==> config.mk <==
export PLATFORM = sky130hd
export DESIGN_NAME = flash_page_prog
export DESIGN_NICKNAME = d
export VERILOG_FILES = /design/src/rtl/flash_page_prog.sv
export SDC_FILE = /design/constraint.sdc
export NUM_CORES = 2
export LEC_CHECK = 0
export CORE_ASPECT_RATIO = 0.6
export CORE_UTILIZATION = 45
export CTS_CLUSTER_DIAMETER = 40
export DETAILED_ROUTE_END_ITERATION = 8
export DONT_BUFFER_PORTS = 1
export HOLD_SLACK_MARGIN = 0.02
export PLACE_DENSITY_LB_ADDON = 0.1
export SYNTH_ARGS = -nofsm -noshare
export SYNTH_HDL_FRONTEND = slang
export SYNTH_SLANG_ARGS = --single-unit
==> constraint.sdc <==
create_clock -name clk -period 5.1 [get_ports clk]
set_input_delay 1.02 -clock clk [delete_from_list [all_inputs] [get_ports clk]]
set_output_delay 1.02 -clock clk [all_outputs]
set_load 0.02 [all_outputs]
==> src/rtl/flash_page_prog.sv <==
module flash_page_prog #(
  parameter int ADDR_W    = 16,
  parameter int PULSE_CYC = 200,
  parameter int MAX_PASS  = 999,
  parameter int WDT_CYC   = 825000
) (
  input  logic              clk,
  input  logic              rst_n,
  input  logic              buf_we,
  input  logic [6:0]        buf_idx,
  input  logic [7:0]        buf_wdata,
  input  logic              start,
  input  logic [ADDR_W-1:0] page_addr,
  output logic              busy,
  output logic              done,
  output logic              fail,
  output logic [1:0]        fail_why,
  output logic              timeout,
  output logic              fl_we,
  output logic              fl_re,
  output logic [ADDR_W-1:0] fl_addr,
  output logic [7:0]        fl_wdata,
  output logic              fl_pm,
  output logic              fl_pe,
  output logic              fl_pv,
  input  logic [31:0]       fl_rdata
);
  localparam int PAGE   = 128;
  localparam int WORDS  = PAGE / 4;
  localparam int PC_W   = $clog2(PULSE_CYC + 1);
  localparam int PASS_W = $clog2(MAX_PASS + 1);
  localparam int WDT_W  = $clog2(WDT_CYC + 1);

  typedef enum logic [2:0] {S_IDLE, S_VWR, S_VRD, S_VCHK, S_EVAL, S_XFER, S_PULSE} st_t;
  st_t st;

  logic [7:0]        tgt [PAGE];
  logic [7:0]        rep [PAGE];
  logic [ADDR_W-1:0] base;
  logic [6:0]        bidx;
  logic [4:0]        widx;
  logic [PC_W-1:0]   pcnt;
  logic [PASS_W-1:0] passes;
  logic [WDT_W-1:0]  wdt;
  logic              pre, miss, bad;
  logic [31:0]       tword;

  wire idle    = (st == S_IDLE);
  wire aligned = (page_addr[6:0] == 7'd0);
  wire wdt_hit = !idle && (wdt == WDT_W'(WDT_CYC - 1));
  wire cap_hit = (passes == PASS_W'(MAX_PASS));
  wire ev_end  = (st == S_EVAL) && ((pre && bad) || !miss || cap_hit);
  wire clr     = wdt_hit || ev_end || (idle && start && !aligned);

  always_comb
    for (int k = 0; k < 4; k++) tword[8*k +: 8] = tgt[{widx, 2'(k)}];

  wire [31:0] rword = tword | ~fl_rdata;

  assign busy     = !idle;
  assign fl_pm    = (st == S_XFER) || (st == S_PULSE);
  assign fl_pe    = (st == S_PULSE);
  assign fl_pv    = (st == S_VWR) || (st == S_VRD) || (st == S_VCHK);
  assign fl_we    = (st == S_XFER) || (st == S_VWR);
  assign fl_re    = (st == S_VRD);
  assign fl_addr  = (st == S_XFER) ? base + ADDR_W'(bidx) : base + ADDR_W'({widx, 2'b00});
  assign fl_wdata = (st == S_XFER) ? rep[bidx] : 8'hFF;

  always_ff @(posedge clk or negedge rst_n)
    if (!rst_n) begin
      for (int i = 0; i < PAGE; i++) tgt[i] <= 8'hFF;
    end else if (clr) begin
      for (int i = 0; i < PAGE; i++) tgt[i] <= 8'hFF;
    end else if (idle && buf_we) begin
      tgt[buf_idx] <= buf_wdata;
    end

  always_ff @(posedge clk or negedge rst_n)
    if (!rst_n) begin
      for (int i = 0; i < PAGE; i++) rep[i] <= 8'hFF;
    end else if (st == S_VCHK) begin
      for (int k = 0; k < 4; k++) rep[{widx, 2'(k)}] <= rword[8*k +: 8];
    end

  always_ff @(posedge clk or negedge rst_n)
    if (!rst_n) begin
      st <= S_IDLE; base <= '0; bidx <= '0; widx <= '0; pcnt <= '0;
      passes <= '0; wdt <= '0; pre <= 1'b0; miss <= 1'b0; bad <= 1'b0;
      done <= 1'b0; fail <= 1'b0; fail_why <= 2'd0; timeout <= 1'b0;
    end else begin
      done <= 1'b0; fail <= 1'b0; timeout <= 1'b0;
      if (wdt_hit) begin
        st <= S_IDLE; timeout <= 1'b1; wdt <= '0;
      end else begin
        if (!idle) wdt <= wdt + 1'b1;
        case (st)
          S_IDLE:
            if (start) begin
              if (aligned) begin
                base <= page_addr; pre <= 1'b1; passes <= '0; widx <= '0;
                miss <= 1'b0; bad <= 1'b0; wdt <= '0; st <= S_VWR;
              end else begin
                fail <= 1'b1; fail_why <= 2'd0;
              end
            end
          S_VWR: st <= S_VRD;
          S_VRD: st <= S_VCHK;
          S_VCHK: begin
            miss <= miss | (fl_rdata != tword);
            bad  <= bad | (|(tword & ~fl_rdata));
            if (widx == 5'(WORDS - 1)) st <= S_EVAL;
            else begin widx <= widx + 1'b1; st <= S_VWR; end
          end
          S_EVAL:
            if (pre && bad) begin
              fail <= 1'b1; fail_why <= 2'd1; st <= S_IDLE;
            end else if (!miss) begin
              done <= 1'b1; st <= S_IDLE;
            end else if (cap_hit) begin
              fail <= 1'b1; fail_why <= 2'd2; st <= S_IDLE;
            end else begin
              pre <= 1'b0; bidx <= '0; st <= S_XFER;
            end
          S_XFER: begin
            bidx <= bidx + 1'b1;
            if (bidx == 7'(PAGE - 1)) begin pcnt <= '0; st <= S_PULSE; end
          end
          S_PULSE: begin
            pcnt <= pcnt + 1'b1;
            if (pcnt == PC_W'(PULSE_CYC - 1)) begin
              passes <= passes + 1'b1; widx <= '0; miss <= 1'b0; bad <= 1'b0; st <= S_VWR;
            end
          end
          default: st <= S_IDLE;
        endcase
      end
    end
endmodule


==> results.md <==
- Critical path class: reg2out
- Most frequent CP cell: a21oi_1
- CTS tree: done
- Fin. max-slew vios: 0
- Buffer and inverter count on the worst path: 1
- Crit path max fanout: 7
- Mapped Cells: roughly 9900
- Fin. Hold Viols: 0
- Total track usage: 0.297
- Worst-path cell chain: nor2b_1, and2_1, a22oi_1, a21oi_1, a211oi_1, a21oi_1, buf_4
- First-pass GRT wire length: 514000 µm
- Max-Slew Margin vs Limit: 0.0514
- Pre-CTS setup slack: 0.573 ns
- CTS Sinks: 2125
- CP max stage cell: nor2b_1
- DR vias/cell: 6.15
- WL met1: 166000 µm
- Crit-path max cell delay: 0.64 ns
- Maxcap violations: 0
- Vias in the first global route: 75100
- Final setup viols: 0
- Die Wd: 617 µm
- Dominant cell type by area after synthesis: dfstp_2
- Chip Height: 371 µm
- Initial antenna violation count: 14
- I/O Buffers: 0
- Post-DP HPWL: 207000 µm
- Die Area: 229000 µm²
- Routed wl met2: around 140000 µm
- Min Tclk post-route: 5.00 ns
- DRT antenna net count: 0
- Hold Crit Class: in2async
- Final Routed Wirelength: 341000 µm
- Largest net degree at the start of global routing: 257
- CP endpoint kind: output port
- CTS Buffer Depth: 4
- Area delta synth->final: 11.4%
- Crit path max-delay family: simple AND/OR/NAND/NOR gates
- Post-synth top area share: 0.527
- Post-Syn Area: 102000 µm²
- Outcome: completed
- Max Fclk: 200 MHz
- Post-synthesis async set-or-reset flop share: 1.00
- Hold WS: 0.269 ns
- Final Core Density: 0.504
- Synth Flop Type: dfstp_2
- Post-Route Skew: between 0.04 and 0.05 ns
- RSZ-0062 raised after global routing: no
- Num rows: 135
- WL/cell: 26.9 µm
- Most frequent cells in the layout: 2284 x nand2_1, 2048 x dfstp_2, 1953 x nand3_1
- Peak supply drop: roughly 280 µV
- Register area share after synthesis: 0.546
- DR top layer: met5
- EDFF count, synth: 0
- DR iter-0 viols: 8903
- Gr ovfl total: 0
- CTS buffer count: 241
- Leak pwr: 48.6 nW
- DRC violations left: 0
- Req. time, crit path: 4.08 ns
- Commonest non-fill, non-tap cell in the layout: nand2_1
- First-pass iteration count of the detailed router: 6
- Total I/O pin count: 102
- Worst EP arrival: around 4.0 ns
- Synth warn: 0
- Number of synthesized register bits: approximately 2100
- Initial core utilization: 0.453
- DR vias: 77900
- Synth Net Count: 10000
- Pwr/cell area: 326 nW/µm²
- Syn_area_per_cell: 10.4 µm²
- Setup crit start kind: register
- Final period utilization: 0.981
- Setup_tns: 0 ns
- Core area: ~230000 µm²
- Htree depth: 4
- Share of cells above drive strength 1: 0.347
- Placed Area: 105000 µm²
- Nets: 9596
- Final WS setup: 0.0969 ns
- Largest cells by area after synthesis: dfstp_2 53%, mux4_2 11%, nand3_1 9.6%
- Clk_lat worst skew: 0.90 ns
- Clk slew on worst S/H paths: 0.07 ns
- Layout Cell Area excl Fill: 114000 µm²
- Met3 WL: 30700 µm
- Netlist cell types: between 70 and 80
- Slew at the pin with the worst max-slew slack: 1.42 ns
- Placer Congestion: 0.863
- CTS root buffer: clkbuf_16
-- worst reg2reg max path: cells and delay by family (launching register included) --
family	cells	cell delay, ns
simple gates	3	1.47
buf+inv	3	0.76
flops	1	0.72
compound gates	4	0.66
mux	1	0.60
fa+ha+maj	1	0.41
-- where the power goes --
group	leakage [nW]	internal (mW)	switching (mW)	total, mW
clock network	4.03	10.9	7.63	18.6
registers	22.3	17.3	0.123	17.4
logic	22.2	0.247	0.826	1.07
total	48.6	28.5	8.58	37.1
-- state kept, by name (all words and copies together) (netlist names), 2 cells and up --
signal,count
base,16
bidx,7
fail_why,2
passes,10
pcnt,8
rep,1024
st,3
tgt,1024
wdt,20
widx,5
-- per-layer routing --
layer  vias to the layer above  GRT usage
met2                      3302      0.402
met3                       381     0.0622
met1                     40400      0.483
li1                      33800          -
met5                         -          0
met4                         2     0.0591
-- synthesized netlist by cell type, types with 26 or more instances --
master	n
nand3_1	1953
o21ai_0	1064
and2_1	26
nand2_1	2316
mux2i_1	135
mux4_2	500
a22o_1	134
buf_2	186
dfrtp_1	77
dfstp_2	2048
ha_1	85
nor4_1	49
inv_1	80
clkbuf_1	712
buf_1	30
nor2_1	79
a21oi_1	39
a22oi_1	51
-- stage by stage --
stage	cells	power [mW]
global route	12700	38.2
CTS	12600	37.4
global placement	12200	18.7
floorplan	9867	18.2
detailed placement	12200	18.8
finish	12700	37.1
-- cells by family (layout without fill, tap and decap cells) --
group                    count (synthesis)  count (layout)  synth area share
AO/OA/AOI/OAI                         1384            1384            0.0769
XOR/XNOR                                44              44           0.00377
adder cells (fa/ha/maj)                 87              87            0.0108
buffers and inverters                 1027             796            0.0406
flip-flops                            2125            2125             0.546
multiplexers                           651             651             0.125
other                                    0              14                 0
AND/OR/NAND/NOR                       4549            4549             0.197
-- layout make-up --
cell class	count	area, µm²
Tap cell	3014	3770
Clock buffer	305	6590
Inverter	83	312
Antenna cell	14	35.0
Sequential cell	2125	55800
Timing Repair Buffer	276	2930
Clock inverter	132	1770
Multi-Input combinational cell	6715	42600
Fill cell	20200	112000
-- worst paths after layout --
kind / startpoint / endpoint / slack (ns) / cells after the start
setup reg to reg: widx[0] / miss / 0.31 / 12
hold / removal: rst_n / wdt[15] / 0.27 / 1
min in group clk: buf_wdata[0] / tgt[936] / 0.28 / 2
max in group asynchronous: rst_n / tgt[605] / 1.35 / 5
hold reg to reg: rep[387] / rep[387] / 0.48 / 2
setup / recovery: bidx[3] / fl_wdata[2] / 0.1 / 7
-- repair_timing --
item,4_1_cts,5_1_grt
hold buffers,1,0
resized for setup,1,5
setup endpoints to repair,2,6
hold endpoints to repair,2,0
setup buffers,2,0
Power figures use the tool's default switching activity.
